<file path="src/rtl/oam_dma_pkg.sv">
package oam_dma_pkg;
  function automatic int unsigned max2(input int unsigned a, input int unsigned b);
    return (a > b) ? a : b;
  endfunction

  function automatic int unsigned cnt_w(input int unsigned v);
    return (v < 2) ? 1 : $clog2(v);
  endfunction
endpackage

</file>
<file path="src/rtl/oam_dma_trig.sv">
module oam_dma_trig #(
  parameter int unsigned PAGE_W   = 8,
  parameter int unsigned ADDR_W   = 16,
  parameter int unsigned PAGE_MAX = 8'hF1
) (
  input  logic              valid_i,
  input  logic [PAGE_W-1:0] page_i,
  output logic              accept_o,
  output logic [ADDR_W-1:0] base_o
);
  localparam int unsigned LOW_W = ADDR_W - PAGE_W;

  assign accept_o = valid_i && (page_i <= PAGE_W'(PAGE_MAX));
  assign base_o   = {page_i, {LOW_W{1'b0}}};
endmodule

</file>
<file path="src/rtl/oam_dma_pacer.sv">
module oam_dma_pacer
  import oam_dma_pkg::*;
#(
  parameter int unsigned START_DLY = 8,
  parameter int unsigned STEP_DLY  = 4
) (
  input  logic clk_i,
  input  logic rst_ni,
  input  logic restart_i,
  input  logic active_i,
  output logic slot_o
);
  localparam int unsigned CW = cnt_w(max2(START_DLY, STEP_DLY));
  localparam logic [CW-1:0] START_LD = CW'(START_DLY - 1);
  localparam logic [CW-1:0] STEP_LD  = CW'(STEP_DLY - 1);

  logic [CW-1:0] wait_q;

  always_ff @(posedge clk_i or negedge rst_ni) begin
    if (!rst_ni)          wait_q <= '0;
    else if (restart_i)   wait_q <= START_LD;
    else if (active_i) begin
      if (wait_q == '0)   wait_q <= STEP_LD;
      else                wait_q <= wait_q - 1'b1;
    end
  end

  assign slot_o = active_i && (wait_q == '0);

  assert_start_gap_R4: assert property (@(posedge clk_i) disable iff (!rst_ni)
    restart_i |=> !slot_o);
  assert_step_gap_R5: assert property (@(posedge clk_i) disable iff (!rst_ni)
    (slot_o && !restart_i) |=> !slot_o);
endmodule

</file>
<file path="src/rtl/oam_dma_cursor.sv">
module oam_dma_cursor
  import oam_dma_pkg::*;
#(
  parameter int unsigned XFER_LEN = 160,
  parameter int unsigned ADDR_W   = 16,
  parameter int unsigned IDX_W    = 8
) (
  input  logic              clk_i,
  input  logic              rst_ni,
  input  logic              restart_i,
  input  logic [ADDR_W-1:0] base_i,
  input  logic              step_i,
  output logic [ADDR_W-1:0] src_o,
  output logic [IDX_W-1:0]  idx_o,
  output logic              busy_o,
  output logic              done_o
);
  localparam int unsigned RW = cnt_w(XFER_LEN + 1);
  localparam logic [RW-1:0] LEN = RW'(XFER_LEN);

  logic [ADDR_W-1:0] src_q;
  logic [IDX_W-1:0]  idx_q;
  logic [RW-1:0]     rem_q;
  logic              done_q;

  always_ff @(posedge clk_i or negedge rst_ni) begin
    if (!rst_ni) begin
      src_q  <= '0;
      idx_q  <= '0;
      rem_q  <= '0;
      done_q <= 1'b0;
    end else begin
      done_q <= 1'b0;
      if (restart_i) begin
        src_q <= base_i;
        idx_q <= '0;
        rem_q <= LEN;
      end else if (step_i) begin
        src_q  <= src_q + 1'b1;
        idx_q  <= idx_q + 1'b1;
        rem_q  <= rem_q - 1'b1;
        done_q <= (rem_q == RW'(1));
      end
    end
  end

  assign src_o  = src_q;
  assign idx_o  = idx_q;
  assign busy_o = (rem_q != '0);
  assign done_o = done_q;

  assert_step_busy_R7: assert property (@(posedge clk_i) disable iff (!rst_ni)
    step_i |-> busy_o);
  assert_src_adv_R6: assert property (@(posedge clk_i) disable iff (!rst_ni)
    (step_i && !restart_i) |=> (src_o == $past(src_o) + 1'b1) && (idx_o == $past(idx_o) + 1'b1));
  assert_done_end_R8: assert property (@(posedge clk_i) disable iff (!rst_ni)
    $fell(busy_o) |-> done_o);
  assert_done_pulse_R8: assert property (@(posedge clk_i) disable iff (!rst_ni)
    done_o |=> !done_o);
endmodule

</file>
<file path="src/rtl/oam_dma_engine.sv">
module oam_dma_engine #(
  parameter int unsigned ADDR_W    = 16,
  parameter int unsigned DATA_W    = 8,
  parameter int unsigned PAGE_W    = 8,
  parameter int unsigned OAM_AW    = 8,
  parameter int unsigned XFER_LEN  = 160,
  parameter int unsigned START_DLY = 8,
  parameter int unsigned STEP_DLY  = 4,
  parameter int unsigned PAGE_MAX  = 8'hF1
) (
  input  logic              clk_i,
  input  logic              rst_ni,
  input  logic              trig_i,
  input  logic [PAGE_W-1:0] trig_page_i,
  output logic              busy_o,
  output logic [ADDR_W-1:0] src_addr_o,
  output logic              rd_en_o,
  output logic [ADDR_W-1:0] rd_addr_o,
  input  logic [DATA_W-1:0] rd_data_i,
  output logic              oam_we_o,
  output logic [OAM_AW-1:0] oam_addr_o,
  output logic [DATA_W-1:0] oam_wdata_o,
  output logic              done_o
);
  logic              accept;
  logic [ADDR_W-1:0] base;
  logic              slot;
  logic              xfer;
  logic              busy;
  logic [ADDR_W-1:0] src;
  logic [OAM_AW-1:0] idx;

  oam_dma_trig #(
    .PAGE_W(PAGE_W), .ADDR_W(ADDR_W), .PAGE_MAX(PAGE_MAX)
  ) u_trig (
    .valid_i(trig_i), .page_i(trig_page_i), .accept_o(accept), .base_o(base)
  );

  oam_dma_pacer #(
    .START_DLY(START_DLY), .STEP_DLY(STEP_DLY)
  ) u_pacer (
    .clk_i(clk_i), .rst_ni(rst_ni), .restart_i(accept), .active_i(busy), .slot_o(slot)
  );

  // a restart cancels a slot falling in the same cycle
  assign xfer = slot && !accept;

  oam_dma_cursor #(
    .XFER_LEN(XFER_LEN), .ADDR_W(ADDR_W), .IDX_W(OAM_AW)
  ) u_cursor (
    .clk_i(clk_i), .rst_ni(rst_ni), .restart_i(accept), .base_i(base), .step_i(xfer),
    .src_o(src), .idx_o(idx), .busy_o(busy), .done_o(done_o)
  );

  // dedicated master port: not gated by the decoder lockout
  assign rd_en_o     = xfer;
  assign rd_addr_o   = src;
  assign oam_we_o    = xfer;
  assign oam_addr_o  = idx;
  assign oam_wdata_o = rd_data_i;
  assign busy_o      = busy;
  assign src_addr_o  = src;

  assert_bad_page_R2: assert property (@(posedge clk_i) disable iff (!rst_ni)
    (trig_i && (trig_page_i > PAGE_W'(PAGE_MAX)) && !busy_o) |=> !busy_o);
  assert_load_R3: assert property (@(posedge clk_i) disable iff (!rst_ni)
    accept |=> busy_o && (oam_addr_o == '0) && (src_addr_o == $past(base)));
  assert_restart_cancel_R10: assert property (@(posedge clk_i) disable iff (!rst_ni)
    (trig_i && (trig_page_i <= PAGE_W'(PAGE_MAX))) |-> !oam_we_o);
endmodule

</file>
<file path="config.mk">
export PLATFORM = sky130hd
export DESIGN_NAME = oam_dma_engine
export DESIGN_NICKNAME = d
export VERILOG_FILES = /design/src/rtl/oam_dma_pkg.sv /design/src/rtl/oam_dma_trig.sv /design/src/rtl/oam_dma_pacer.sv /design/src/rtl/oam_dma_cursor.sv /design/src/rtl/oam_dma_engine.sv
export SDC_FILE = /design/constraint.sdc
export NUM_CORES = 1
export LEC_CHECK = 0
export ABC_AREA = 1
export BUFFER_PORTS_ARGS = -buffer_cell sky130_fd_sc_hd__buf_2
export CAP_MARGIN = 0
export CORE_MARGIN = 8
export CORE_UTILIZATION = 52
export CTS_CLUSTER_SIZE = 40
export DETAILED_ROUTE_END_ITERATION = 8
export PLACE_DENSITY_LB_ADDON = 0.3
export SYNTH_ARGS = -nofsm -noshare
export SYNTH_HDL_FRONTEND = slang
export SYNTH_SLANG_ARGS = --single-unit
</file>
<file path="constraint.sdc">
create_clock -name clk_i -period 1.7 [get_ports clk_i]
set_input_delay 0.34 -clock clk_i [delete_from_list [all_inputs] [get_ports clk_i]]
set_output_delay 0.34 -clock clk_i [all_outputs]
set_load 0.01 [all_outputs]
</file>
==> metrics.txt, run 1 <==
yosys warns=0; largest net degree at the start of global routing=37; core area=~4600 um2; CTS Sinks=36; Ports=between 70 and 80; Non-Filler Instances=around 450; power density over cell area=868 nW/um2; Finished Cell Area=between 2000 and 3000 um2; chip width=roughly 84 um; DR pass1 iterations=4; routed vias=approximately 2,300; Worst VDD drop=between 0.0005 and 0.0006 V; arrival time worst endpoint=between 1 and 1.5 ns; slew margin rel.=0.679; via/cell ratio=about 5.3; CTS H-tree lvls=2; CTS buffer count=5; dpl ws=0.0282 ns; die height=84.4 um; Fmax=approximately 570 MHz; Cell variety after synth=25; share of the synthesized area in the top cell type=0.370; clk_lat worst skew=about 0.30 ns; clk buf depth=2; GR Overflow Total=0; max cap viols=0; Placed Cells=approximately 430; Routed Antenna Nets=0; post-synthesis cell count=342; mapped cell area=~2400 um2; Synth Flop Type=dfrtp_1; Final setup viols=2; FILL cells=~430; clk slew on worst S/H paths=0.08 ns; sequential area share after synthesis=0.370; cell with the most instances after synthesis=nand2_1; Row Count=25; top cells by area, synth=dfrtp_1 37%, nand2_1 17%, buf_4 8.0%; initial antenna violation count=0; outcome=finished, violations left; Crit. End Element=primary output; crit path launch type=flop; all-layer global routing usage=0.175; Synth Net Count=~370; HPWL after DPL=approximately 4400 um; P_leak=around 1.5 nW; setup tns final=-0.0994 ns; Post-synth EDFFs=0; Detailed Route Iter0 Violations=~160; crit share post-route=1.03; #FFs+latches synth=36; Die Area=slightly above 7000 um2; Buffers on Ports=54; placed cell area=~2600 um2; worst-margin pin slew=0.481 ns; type of the worst min-delay path=input pin to asynchronous set/reset pin; Tmin final=roughly 1.8 ns; Mean Syn Cell Area=approximately 7.1 um2; Synth top cells by count=107 x nand2_1, 42 x inv_1, 36 x dfrtp_1; share of cells above drive strength 1=0.270; first-pass GRT wire length=10,200 um; CP required=~1.4 ns; dominant cell type by area after synthesis=dfrtp_1; worst-path maximum fanout=3; Area growth syn-to-layout=19.6%; Placer Congestion=0.842; Final #Nets=approximately 420; Final Slew Violations=0; drt drc=0; vias in the first global route=around 2,200; final hold viol count=0; WL/cell=about 14 um; clock root cell=clkbuf_8; diode count=0; starting density of the core=0.525; unrepaired setup endpoints after global routing=true; failing checks=setup timing; worst setup margin=-0.0503 ns; ys async rst share=1.00; Setup CP Type=flop to primary output; Fin Clk Skew=0.0121 ns; CTS tree=built; WL final=6260 um; total power=between 2 and 3 mW
## cells by family (layout without fill, tap and decap cells)
kind of cell,after synthesis,in the layout,share of synthesized area
xor gates and xnor gates,5,5,0.0180
adders and majority gates,8,8,0.0412
AOI/OAI and AO/OA,27,27,0.0581
and+or+nand+nor,191,191,0.351
buffers and inverters,75,126,0.162
DFF,36,36,0.370
## layer usage
metal / track usage / wire length (um) / vias to the layer above / share of wire
li1: - / - / 1167 / -
met1: 0.194 / 2580 / 1101 / 0.41
met2: 0.299 / 3150 / 75 / 0.50
met3: 0.0566 / 440 / 6 / 0.070
met4: 0.0728 / 90 / 0 / 0.014
met5: 0 / 0 / - / 0
## final cells by class
class | count | area, um2 | share of cell area
repair buffers | 76 | 448 | 0.154
inverters | 42 | 158 | 0.0542
multi-input cells | 231 | 1220 | 0.420
well taps | 54 | 67.6 | 0.0232
clock buffers | 5 | 68.8 | 0.0237
clock inverters | 3 | 42.5 | 0.0146
flip-flops and latches | 36 | 903 | 0.311
## power breakdown
group	total (mW)	switching [mW]	internal [mW]
clock	0.755	0.321	0.434
combinational	0.748	0.434	0.314
sequential	1.02	0.0883	0.935
## timing repair
action | in CTS | in global routing
pin swaps | 5 | 4
hold buffers | 0 | 0
endpoints found under the setup margin | 3 | 19
setup buffers | 5 | 5
gates resized for setup | 12 | 12
## per-stage QoR
stage	hold slack, ns	util
3_5_place_dp	0.417	0.567
4_1_cts	0.0804	0.610
2_1_floorplan	0.0444	-
5_1_grt	0.127	0.628
6_report	0.0736	0.628
3_3_place_gp	0.410	0.567
## flip-flops by register name (all words and copies together), names as in the netlist
name / cells
u_cursor.src_o: 16
u_cursor.idx_o: 8
u_pacer.wait_q: 3
u_cursor.rem_q: 8
u_cursor.done_o: 1
## cells in the final DEF, fill, tap and decap left out, drive strengths merged
cell      Yosys  routed
nor3b         1       1
nand4        18      18
a21oi         1       1
bufinv        0       1
clkinv        0       1
buf          32      76
dfrtp        36      36
nor3          2       2
clkinvlp      0       1
xnor2         1       1
o211ai        1       1
clkbuf        1       5
ha            8       8
nand2       108     108
nand3        33      33
inv          42      42
nor2         27      27
xor2          4       4
or2           2       2
o21ai        25      25
## worst max-delay path: stages (launching register included)
cell	delay [ns]
dfrtp_1	0.40
inv_2	0.08
ha_4	0.15
ha_4	0.14
o21ai_4	0.06
nor2_4	0.16
buf_6	0.13
## final timing paths
kind                            cells past startpoint              start  slack [ns]            endpoint
worst min register to register                      2  u_pacer.wait_q[0]        0.53   u_pacer.wait_q[0]
min in group clk_i                                  3     trig_page_i[0]        0.26   u_cursor.src_o[8]
worst max-delay path                                6  u_pacer.wait_q[1]       -0.05            oam_we_o
max in group asynchronous                           2             rst_ni        1.25   u_cursor.rem_q[4]
worst min-delay path                                2             rst_ni        0.07   u_cursor.src_o[2]
worst max register to register                      9  u_cursor.rem_q[1]        0.10  u_cursor.src_o[15]
Note: power is estimated with default switching activity, not from simulation.
==> run 2: changes to the inputs <==
--- a/config.mk
+++ b/config.mk
@@ -9,10 +9,11 @@
 export BUFFER_PORTS_ARGS = -buffer_cell sky130_fd_sc_hd__buf_2
 export CAP_MARGIN = 0
 export CORE_MARGIN = 8
-export CORE_UTILIZATION = 52
+export CORE_UTILIZATION = 53
 export CTS_CLUSTER_SIZE = 40
 export DETAILED_ROUTE_END_ITERATION = 8
 export PLACE_DENSITY_LB_ADDON = 0.3
 export SYNTH_ARGS = -nofsm -noshare
 export SYNTH_HDL_FRONTEND = slang
+export SYNTH_HIERARCHICAL = 1
 export SYNTH_SLANG_ARGS = --single-unit
==> metrics.txt, run 2 <==
Fmax=a little under 500 MHz; CTS buffer count=5; Mean Syn Cell Area=between 7 and 8 um2; WL final=6670 um; dpl ws=-0.120 ns; Die Area=7360 um2; power density over cell area=692 nW/um2; yosys warns=6; vias in the first global route=around 2,300; placed cell area=between 2000 and 3000 um2; Final Slew Violations=0; worst setup margin=-0.346 ns; CP delay by family, top=simple AND/OR/NAND/NOR gates; chip width=around 86 um; Routed Antenna Nets=0; P_leak=~1.7 nW; commonest non-fill, non-tap cell in the layout=nand2_1; outcome=finished, violations left; clk slew on worst S/H paths=around 0.08 ns; Placer Congestion=0.903; Min Hold Slack=~0.078 ns; clock root cell=clkbuf_8; diode count=0; Final #Nets=422; total power=between 2 and 2.5 mW; Worst VDD drop=just under 0.0005 V; worst-path maximum fanout=2; Area growth syn-to-layout=27.3%; share of cells above drive strength 1=0.429; Final setup viols=36; slowest stage delay, CP=0.39 ns; routed vias=about 2,300; multi-input logic area=roughly 1400 um2; Synth top cells by count=74 x nand2_1, 41 x buf_4, 36 x dfrtp_1, 36 x inv_1, 24 x nor2_1; Placed Cells=about 450; Post-synth EDFFs=0; DR pass1 iterations=4; Non-Filler Instances=between 400 and 500; CP required=1.36 ns; mapped cell area=approximately 2600 um2; initial antenna violation count=0; largest net degree at the start of global routing=37; Register Area=901 um2; CTS tree=built; crit share post-route=1.20; via/cell ratio=approximately 5.1; Buffers on Ports=between 50 and 60; max cap viols=0; all-layer global routing usage=0.178; crit path launch type=flop; max reg flops=16; CTS Hold Bufs=0; crit path from=u_cursor/rem_q[7]; critical path cell sequence=or2_4 -> nor3b_4 -> nand2_2 -> nand2_2 -> inv_2 -> inv_2 -> nor2_4 -> buf_6 -> buf_6; HPWL after DPL=roughly 4500 um; Cell variety after synth=33; sequential area share after synthesis=0.349; Crit. End Element=primary output; final hold viol count=0; Synth Flop Type=dfrtp_1; drt drc=0; ys async rst share=1.00; Detailed Route Iter0 Violations=approximately 110; dominant cell type by area after synthesis=dfrtp_1; unrepaired setup endpoints after global routing=true; FILL cells=around 360; failing checks=setup timing; WL/cell=14.4 um; Tmin final=roughly 2 ns; post-synthesis cell count=approximately 340; first-pass GRT wire length=between 10,000 and 15,000 um; type of the worst min-delay path=input pin to asynchronous set/reset pin; Finished Cell Area=3290 um2; cell with the most instances after synthesis=nand2_1; top cells by area, synth=dfrtp_1 35%, buf_4 12%, nand2_1 11%; Worst Path Buf+Inv=4; core area=around 4700 um2; clk_lat worst skew=just under 0.3 ns; CTS Sinks=36; starting density of the core=0.546; most frequent cells in the layout=65 x nand2_1, 52 x buf_2, 36 x dfrtp_1; Row Count=25; die height=about 86 um; GR Overflow Total=0; clk buf depth=2; worst-path cell with the longest stage delay=dfrtp_1; arrival time worst endpoint=roughly 1.7 ns; Ports=71; share of the synthesized area in the top cell type=0.349; #FFs+latches synth=36; Worst R2R Start=u_cursor/rem_q[7]; CTS H-tree lvls=2; Setup CP Type=flop to primary output; Fin Clk Skew=between 0.01 and 0.015 ns
[run 2: changes by cell type in the layout (fill, tap and decap cells not counted), sizes merged, moves of 8 or more]
| cell | before | now |
|---|---|---|
| nand4 | 18 | 10 |
| buf | 76 | 93 |
| a22oi | 0 | 12 |
| conb | 0 | 8 |
| nand3 | 33 | 23 |
| nand2 | 108 | 80 |
| a21oi | 1 | 14 |
| o21ai | 25 | 11 |
[run 2: final timing paths]
check                                         end  slack (ns)  cells past startpoint
worst max-delay path                      rd_en_o       -0.35                      9
min in group clk_i              u_cursor/src_o[9]        0.29                      3
worst min register to register  u_pacer/wait_q[1]        0.50                      2
max in group asynchronous       u_cursor/idx_o[7]        1.26                      2
worst max register to register  u_cursor/src_o[0]       -0.32                     13
worst min-delay path            u_cursor/src_o[3]        0.08                      2
[run 2: area by class of cell]
cell class | count | area share
sequential | 36 | 0.274
clock buffer | 8 | 0.0274
multi-input combinational | 220 | 0.437
timing repair buffer | 93 | 0.189
inverter | 39 | 0.0476
tap | 67 | 0.0255
[run 2: what timing repair did]
| action | in CTS | in global routing |
|---|---|---|
| pin swaps | 7 | 26 |
| gates cloned | 1 | 0 |
| buffers inserted | 3 | 11 |
| endpoints found under the setup margin | 30 | 36 |
| resized for setup | 18 | 61 |
[run 2: through the flow]
| step | TNS [ns] | utilization |
|---|---|---|
| floorplan | -5.22 | - |
| global placement | -0.472 | 0.601 |
| detailed placement | -1.61 | 0.601 |
| CTS | -5.72 | 0.645 |
| global route | -10.75 | 0.696 |
| finish | -7.78 | 0.696 |
[run 2: cells by family after synthesis]
logic type / Yosys count / share of synthesized area
flops: 36 / 0.349
xor+xnor: 3 / 0.0102
buf+inv: 87 / 0.197
fa+ha+maj: 8 / 0.0388
compound gates: 44 / 0.104
simple gates: 157 / 0.300
other cells: 1 / 0.00145
[run 2: where the power goes]
group          leakage, nW  total [mW]  internal (mW)  switching, mW
Sequential           0.447        1.02          0.926         0.0941
Clock               0.0455       0.636          0.331          0.306
Combinational         1.17       0.617          0.268          0.350
[run 2: layer usage]
layer / track usage / up-vias / share of wire
li1: - / 1158 / -
met1: 0.204 / 1109 / 0.40
met2: 0.308 / 69 / 0.53
met3: 0.0468 / 10 / 0.060
met4: 0.0653 / 0 / 0.014
met5: 0 / - / 0
